$ cat src/rtl/skew_det_pkg.sv
package skew_det_pkg;
  localparam int unsigned ERR_LIMIT = 3;
  localparam int unsigned ERR_CNT_W = 2;
  typedef logic [ERR_CNT_W-1:0] err_cnt_t;
  typedef struct packed {
    logic rise;
    logic fall;
  } edge_t;
endpackage

$ cat src/rtl/skew_edge_sync.sv
module skew_edge_sync
  import skew_det_pkg::*;
#(
  parameter int unsigned STAGES = 2
) (
  input  logic  clk_i,
  input  logic  rst_ni,
  input  logic  d_i,
  output edge_t edge_o
);
  // q[STAGES-1] is the synchronized value, q[STAGES] the previous sample
  logic [STAGES:0] q;

  always_ff @(posedge clk_i or negedge rst_ni) begin
    if (!rst_ni) q[0] <= 1'b0;
    else         q[0] <= d_i;
  end

  for (genvar i = 1; i <= STAGES; i++) begin : g_stage
    always_ff @(posedge clk_i or negedge rst_ni) begin
      if (!rst_ni) q[i] <= 1'b0;
      else         q[i] <= q[i-1];
    end
  end

  assign edge_o.rise = q[STAGES-1] & ~q[STAGES];
  assign edge_o.fall = ~q[STAGES-1] & q[STAGES];
endmodule

$ cat src/rtl/skew_window.sv
module skew_window #(
  parameter int unsigned WIN_W = 8
) (
  input  logic             clk_i,
  input  logic             rst_ni,
  input  logic             clr_i,
  input  logic             en_i,
  input  logic             open_i,
  input  logic             close_i,
  input  logic [WIN_W-1:0] win_i,
  output logic             open_o,
  output logic             miss_o
);
  logic             open_q;
  logic [WIN_W-1:0] tmr_q;
  logic [WIN_W-1:0] lim;
  logic             run;

  assign lim = (win_i == '0) ? WIN_W'(1) : win_i;
  assign run = en_i && !clr_i;

  always_comb begin
    miss_o = 1'b0;
    if (run) begin
      if (open_i)                                   miss_o = open_q;
      else if (open_q && !close_i && tmr_q >= lim)  miss_o = 1'b1;
    end
  end

  always_ff @(posedge clk_i or negedge rst_ni) begin
    if (!rst_ni) begin
      open_q <= 1'b0;
      tmr_q  <= '0;
    end else if (!run) begin
      open_q <= 1'b0;
      tmr_q  <= '0;
    end else if (open_i) begin
      open_q <= 1'b1;
      tmr_q  <= WIN_W'(1);
    end else if (open_q) begin
      if (close_i || tmr_q >= lim) begin
        open_q <= 1'b0;
        tmr_q  <= '0;
      end else begin
        tmr_q <= tmr_q + WIN_W'(1);
      end
    end
  end

  assign open_o = open_q;

  // window never runs past its limit (settings held while open)
  assert_win_bound_R1: assert property (@(posedge clk_i) disable iff (!rst_ni)
    open_q |-> (tmr_q <= lim && tmr_q != '0));
  // disabled monitor keeps the window shut
  assert_idle_R7: assert property (@(posedge clk_i) disable iff (!rst_ni)
    !en_i |=> !open_o);
  // a miss always retires the running window or restarts it
  assert_miss_close_R8: assert property (@(posedge clk_i) disable iff (!rst_ni)
    (miss_o && !open_i) |=> !open_o);
endmodule

$ cat src/rtl/skew_err_accum.sv
module skew_err_accum
  import skew_det_pkg::*;
(
  input  logic     clk_i,
  input  logic     rst_ni,
  input  logic     clr_i,
  input  logic     miss1_i,
  input  logic     miss2_i,
  output err_cnt_t cnt_o
);
  localparam int unsigned SUM_W = ERR_CNT_W + 1;
  err_cnt_t         cnt_q;
  logic [SUM_W-1:0] sum;

  assign sum = SUM_W'(cnt_q) + SUM_W'(miss1_i) + SUM_W'(miss2_i);

  always_ff @(posedge clk_i or negedge rst_ni) begin
    if (!rst_ni)                          cnt_q <= '0;
    else if (clr_i)                       cnt_q <= '0;
    else if (sum >= SUM_W'(ERR_LIMIT))    cnt_q <= err_cnt_t'(ERR_LIMIT);
    else                                  cnt_q <= sum[ERR_CNT_W-1:0];
  end

  assign cnt_o = cnt_q;

  assert_sticky_R6: assert property (@(posedge clk_i) disable iff (!rst_ni)
    (cnt_q == err_cnt_t'(ERR_LIMIT) && !clr_i) |=> cnt_q == err_cnt_t'(ERR_LIMIT));
  assert_monotonic_R4: assert property (@(posedge clk_i) disable iff (!rst_ni)
    !clr_i |=> cnt_q >= $past(cnt_q));
  assert_clear_R5: assert property (@(posedge clk_i) disable iff (!rst_ni)
    clr_i |=> cnt_q == '0);
endmodule

$ cat src/rtl/skew_err_det.sv
module skew_err_det
  import skew_det_pkg::*;
#(
  parameter int unsigned WIN_W       = 8,
  parameter int unsigned SYNC_STAGES = 2
) (
  input  logic             clk_i,
  input  logic             rst_ni,
  input  logic             mrst_i,
  input  logic             en_i,
  input  logic             cnt_clk_i,
  input  logic             chk_clk_i,
  input  logic [WIN_W-1:0] win1_i,
  input  logic [WIN_W-1:0] win2_i,
  output logic [1:0]       err_cnt_o,
  output logic             err_o
);
  localparam int unsigned NCLK = 2;

  logic [NCLK-1:0] clk_in;
  edge_t           edg [NCLK];
  logic            cnt_rise, chk_fall;
  logic            w1_open, w2_open, w1_req, w2_req, miss1, miss2;
  err_cnt_t        cnt;

  assign clk_in = {chk_clk_i, cnt_clk_i};

  for (genvar i = 0; i < NCLK; i++) begin : g_sync
    skew_edge_sync #(.STAGES(SYNC_STAGES)) u_sync (
      .clk_i (clk_i),
      .rst_ni(rst_ni),
      .d_i   (clk_in[i]),
      .edge_o(edg[i])
    );
  end

  assign cnt_rise = edg[0].rise;
  assign chk_fall = edg[1].fall;

  // an edge answering the opposite open window never opens its own
  assign w1_req = cnt_rise && !chk_fall && !w2_open;
  assign w2_req = chk_fall && !cnt_rise && !w1_open;

  skew_window #(.WIN_W(WIN_W)) u_win1 (
    .clk_i  (clk_i),
    .rst_ni (rst_ni),
    .clr_i  (mrst_i),
    .en_i   (en_i),
    .open_i (w1_req),
    .close_i(chk_fall),
    .win_i  (win1_i),
    .open_o (w1_open),
    .miss_o (miss1)
  );

  skew_window #(.WIN_W(WIN_W)) u_win2 (
    .clk_i  (clk_i),
    .rst_ni (rst_ni),
    .clr_i  (mrst_i),
    .en_i   (en_i),
    .open_i (w2_req),
    .close_i(cnt_rise),
    .win_i  (win2_i),
    .open_o (w2_open),
    .miss_o (miss2)
  );

  skew_err_accum u_acc (
    .clk_i  (clk_i),
    .rst_ni (rst_ni),
    .clr_i  (mrst_i),
    .miss1_i(miss1),
    .miss2_i(miss2),
    .cnt_o  (cnt)
  );

  assign err_cnt_o = cnt;
  assign err_o     = (cnt == err_cnt_t'(ERR_LIMIT));

  assert_one_window_R3: assert property (@(posedge clk_i) disable iff (!rst_ni)
    !(w1_open && w2_open));
  assert_alarm_hold_R6: assert property (@(posedge clk_i) disable iff (!rst_ni)
    (err_o && !mrst_i) |=> err_o);
  assert_alarm_clear_R5: assert property (@(posedge clk_i) disable iff (!rst_ni)
    mrst_i |=> !err_o && err_cnt_o == 2'd0);
endmodule

$ cat config.mk
export PLATFORM = sky130hd
export DESIGN_NAME = skew_err_det
export DESIGN_NICKNAME = d
export VERILOG_FILES = /design/src/rtl/skew_det_pkg.sv /design/src/rtl/skew_edge_sync.sv /design/src/rtl/skew_window.sv /design/src/rtl/skew_err_accum.sv /design/src/rtl/skew_err_det.sv
export SDC_FILE = /design/constraint.sdc
export NUM_CORES = 1
export LEC_CHECK = 0
export BUFFER_PORTS_ARGS = -buffer_cell sky130_fd_sc_hd__buf_2
export CORE_ASPECT_RATIO = 1.1
export CORE_MARGIN = 2
export CORE_UTILIZATION = 30
export DETAILED_ROUTE_END_ITERATION = 8
export PLACE_DENSITY = 0.45
export SLEW_MARGIN = 20
export SYNTH_ARGS = -nofsm -noshare
export SYNTH_HDL_FRONTEND = slang
export SYNTH_HIERARCHICAL = 1
export SYNTH_SLANG_ARGS = --single-unit
$ cat constraint.sdc
create_clock -name clk_i -period 6.9 [get_ports clk_i]
set_clock_uncertainty 0.15 [all_clocks]
set_input_delay 0.69 -clock clk_i [delete_from_list [all_inputs] [get_ports clk_i]]
set_output_delay 0.69 -clock clk_i [all_outputs]
set_load 0.01 [all_outputs]
==> impl_metrics.tcl <==
set metrics [dict create \
    vias 1401 \
    finalSetupTns_ns 0 \
    start_util 0.310 \
    yosys_warnings 6 \
    root_buffer "clkbuf_8" \
    power_density_nw_per_um2 141 \
    htree_levels 1 \
    syn_area_sq_um 1780 \
    rsz0062_at_grt "no" \
    track_usage 0.119 \
    grt_pass1_vias 1396 \
    max_freq_mhz 367 \
    critPathKind "primary input to flop" \
    final_layout_size_suffix_gt1_frac 0.159 \
    syn_to_final_growth_pct 14.0 \
    total_power_uw 286 \
    grt_pass1_wl_um 6340 \
    status "complete, no violations" \
    fin_crit_sh 0.395 \
    routed_wl_um 3710 \
    path_clk_slew_ns 0.10 \
    cp_data_required_time_ns 6.96 \
    ctsHoldBuffers 0 \
    route.detailed.drc 0 \
    ios 25 \
    fin_nets 269 \
    die_x_um 77.4 \
    cts_tree "yes" \
    antenna_found_initial 0 \
    row_count 29 \
    clock_latency_ns 0.27 \
    hpwl_um 2810 \
    dr.pass1.iters 4 \
    drt_iter0_drc 83 \
    clock_sinks 26 \
    end_kind "flop" \
    core-area_sq_um 5730 \
    layout_common_cells "dfrtp_1 (26), buf_2 (24), inv_1 (22), nand2_1 (22), ha_1 (18)" \
    postSynthAreaPerCell_sq_um 8.83 \
    critPathMaxFanout 2 \
    antenna_cells 0 \
    routabilityCongestion 0.710 \
    layout_commonest_cell "dfrtp_1" \
    postRouteAntennaNets 0 \
    worstSetupStartpointType "primary input" \
    tightest_slew_ns 0.626 \
    period_minus_slack_ns 2.73 \
    critPathArrivalTime_ns 2.79 \
    p_leak_uw 0.000901 \
    slew_violations 0 \
    syn_nets 242 \
    drv_cap 0 \
    dieHeight_um 84.7 \
    final_cells 304 \
    post_drt_wl_per_cell_um 12.2 \
    portBuffers 24 \
    ctsLongestPathBuffers 2 \
    placed_cells 300 \
    hold_slack_ns 0.204 \
    grt_max_degree 27 \
    post_cts_resized 0 \
    synthCells 201 \
    slew_headroom 0.583 \
    hold_viol 0 \
    setup_viol 0 \
    final_core_util 0.353 \
    cts_buffers 3 \
    postCtsSetupBuffers 0 \
    ir_worst_vdd_uv 63.7 \
    min_path_type "flop to flop" \
    die_area_sq_um 6550 \
    vias_per_cell 4.61 \
    grt-ovfl-total 0 \
]
## final timing paths
check | slack, ns | endpoint | cells past startpoint | startpoint
max in group asynchronous | 5.91 | u_win1/tmr_q[3] | 1 | rst_ni
min in group asynchronous | 0.28 | u_win2/tmr_q[5] | 1 | rst_ni
hold / removal | 0.20 | g_sync[0].u_sync/q[1] | 0 | g_sync[0].u_sync/q[0]
hold reg to reg | 0.20 | g_sync[0].u_sync/q[1] | 0 | g_sync[0].u_sync/q[0]
setup / recovery | 4.17 | u_acc/cnt_o[0] | 13 | win1_i[2]
setup reg to reg | 4.41 | u_acc/cnt_o[0] | 10 | u_win1/tmr_q[5]
## metrics by stage
| step | worst slack (ns) | instance area (sq um) |
|---|---|---|
| 6_report | 4.17 | 2020 |
| 5_1_grt | 3.94 | 2020 |
| 4_1_cts | 4.14 | 2020 |
| 3_5_place_dp | 3.84 | 1970 |
| 3_3_place_gp | 3.87 | 1970 |
| 2_1_floorplan | 4.13 | 1780 |
## registers in the layout, indices dropped and copies added, names as in the netlist
| signal | flops |
|---|---|
| g_sync.u_sync/q | 6 |
| u_win2/open_o | 1 |
| u_acc/cnt_o | 2 |
| u_win1/open_o | 1 |
| u_win2/tmr_q | 8 |
| u_win1/tmr_q | 8 |
## power by group
group          switching (uW)  internal (uW)  total, uW
clock network            48.6           51.0       99.5
registers                2.21            155        157
logic                    17.5           12.4       29.9
## area by class of cell
type	count	area [sq um]
Timing Repair Buffer	24	120
Inverter	22	82.6
Clock buffer	4	55.1
Multi-Input combinational cell	151	1020
Sequential cell	26	651
Fill cell	617	3710
Tap cell	77	96.3
## per-layer routing
layer	wire length, um	part of all wire	GRT usage	vias to the layer above
met2	1790	0.48	0.208	15
met3	78	0.021	0.0172	4
li1	-	-	-	742
met1	1800	0.48	0.153	640
met4	45	0.012	0.0325	0
met5	0	0	0	-
## critical path: stages
cell      delay, ns
buf_2          0.11
nor4_1         0.26
a41o_1         0.21
ha_1           0.12
nor2b_1        0.05
o21ai_2        0.18
a21oi_1        0.09
o21ai_0        0.14
and3_1         0.17
inv_1          0.05
fa_1           0.43
nand2b_1       0.17
a21oi_2        0.12
No activity file was read; power rests on OpenSTA's default activity.
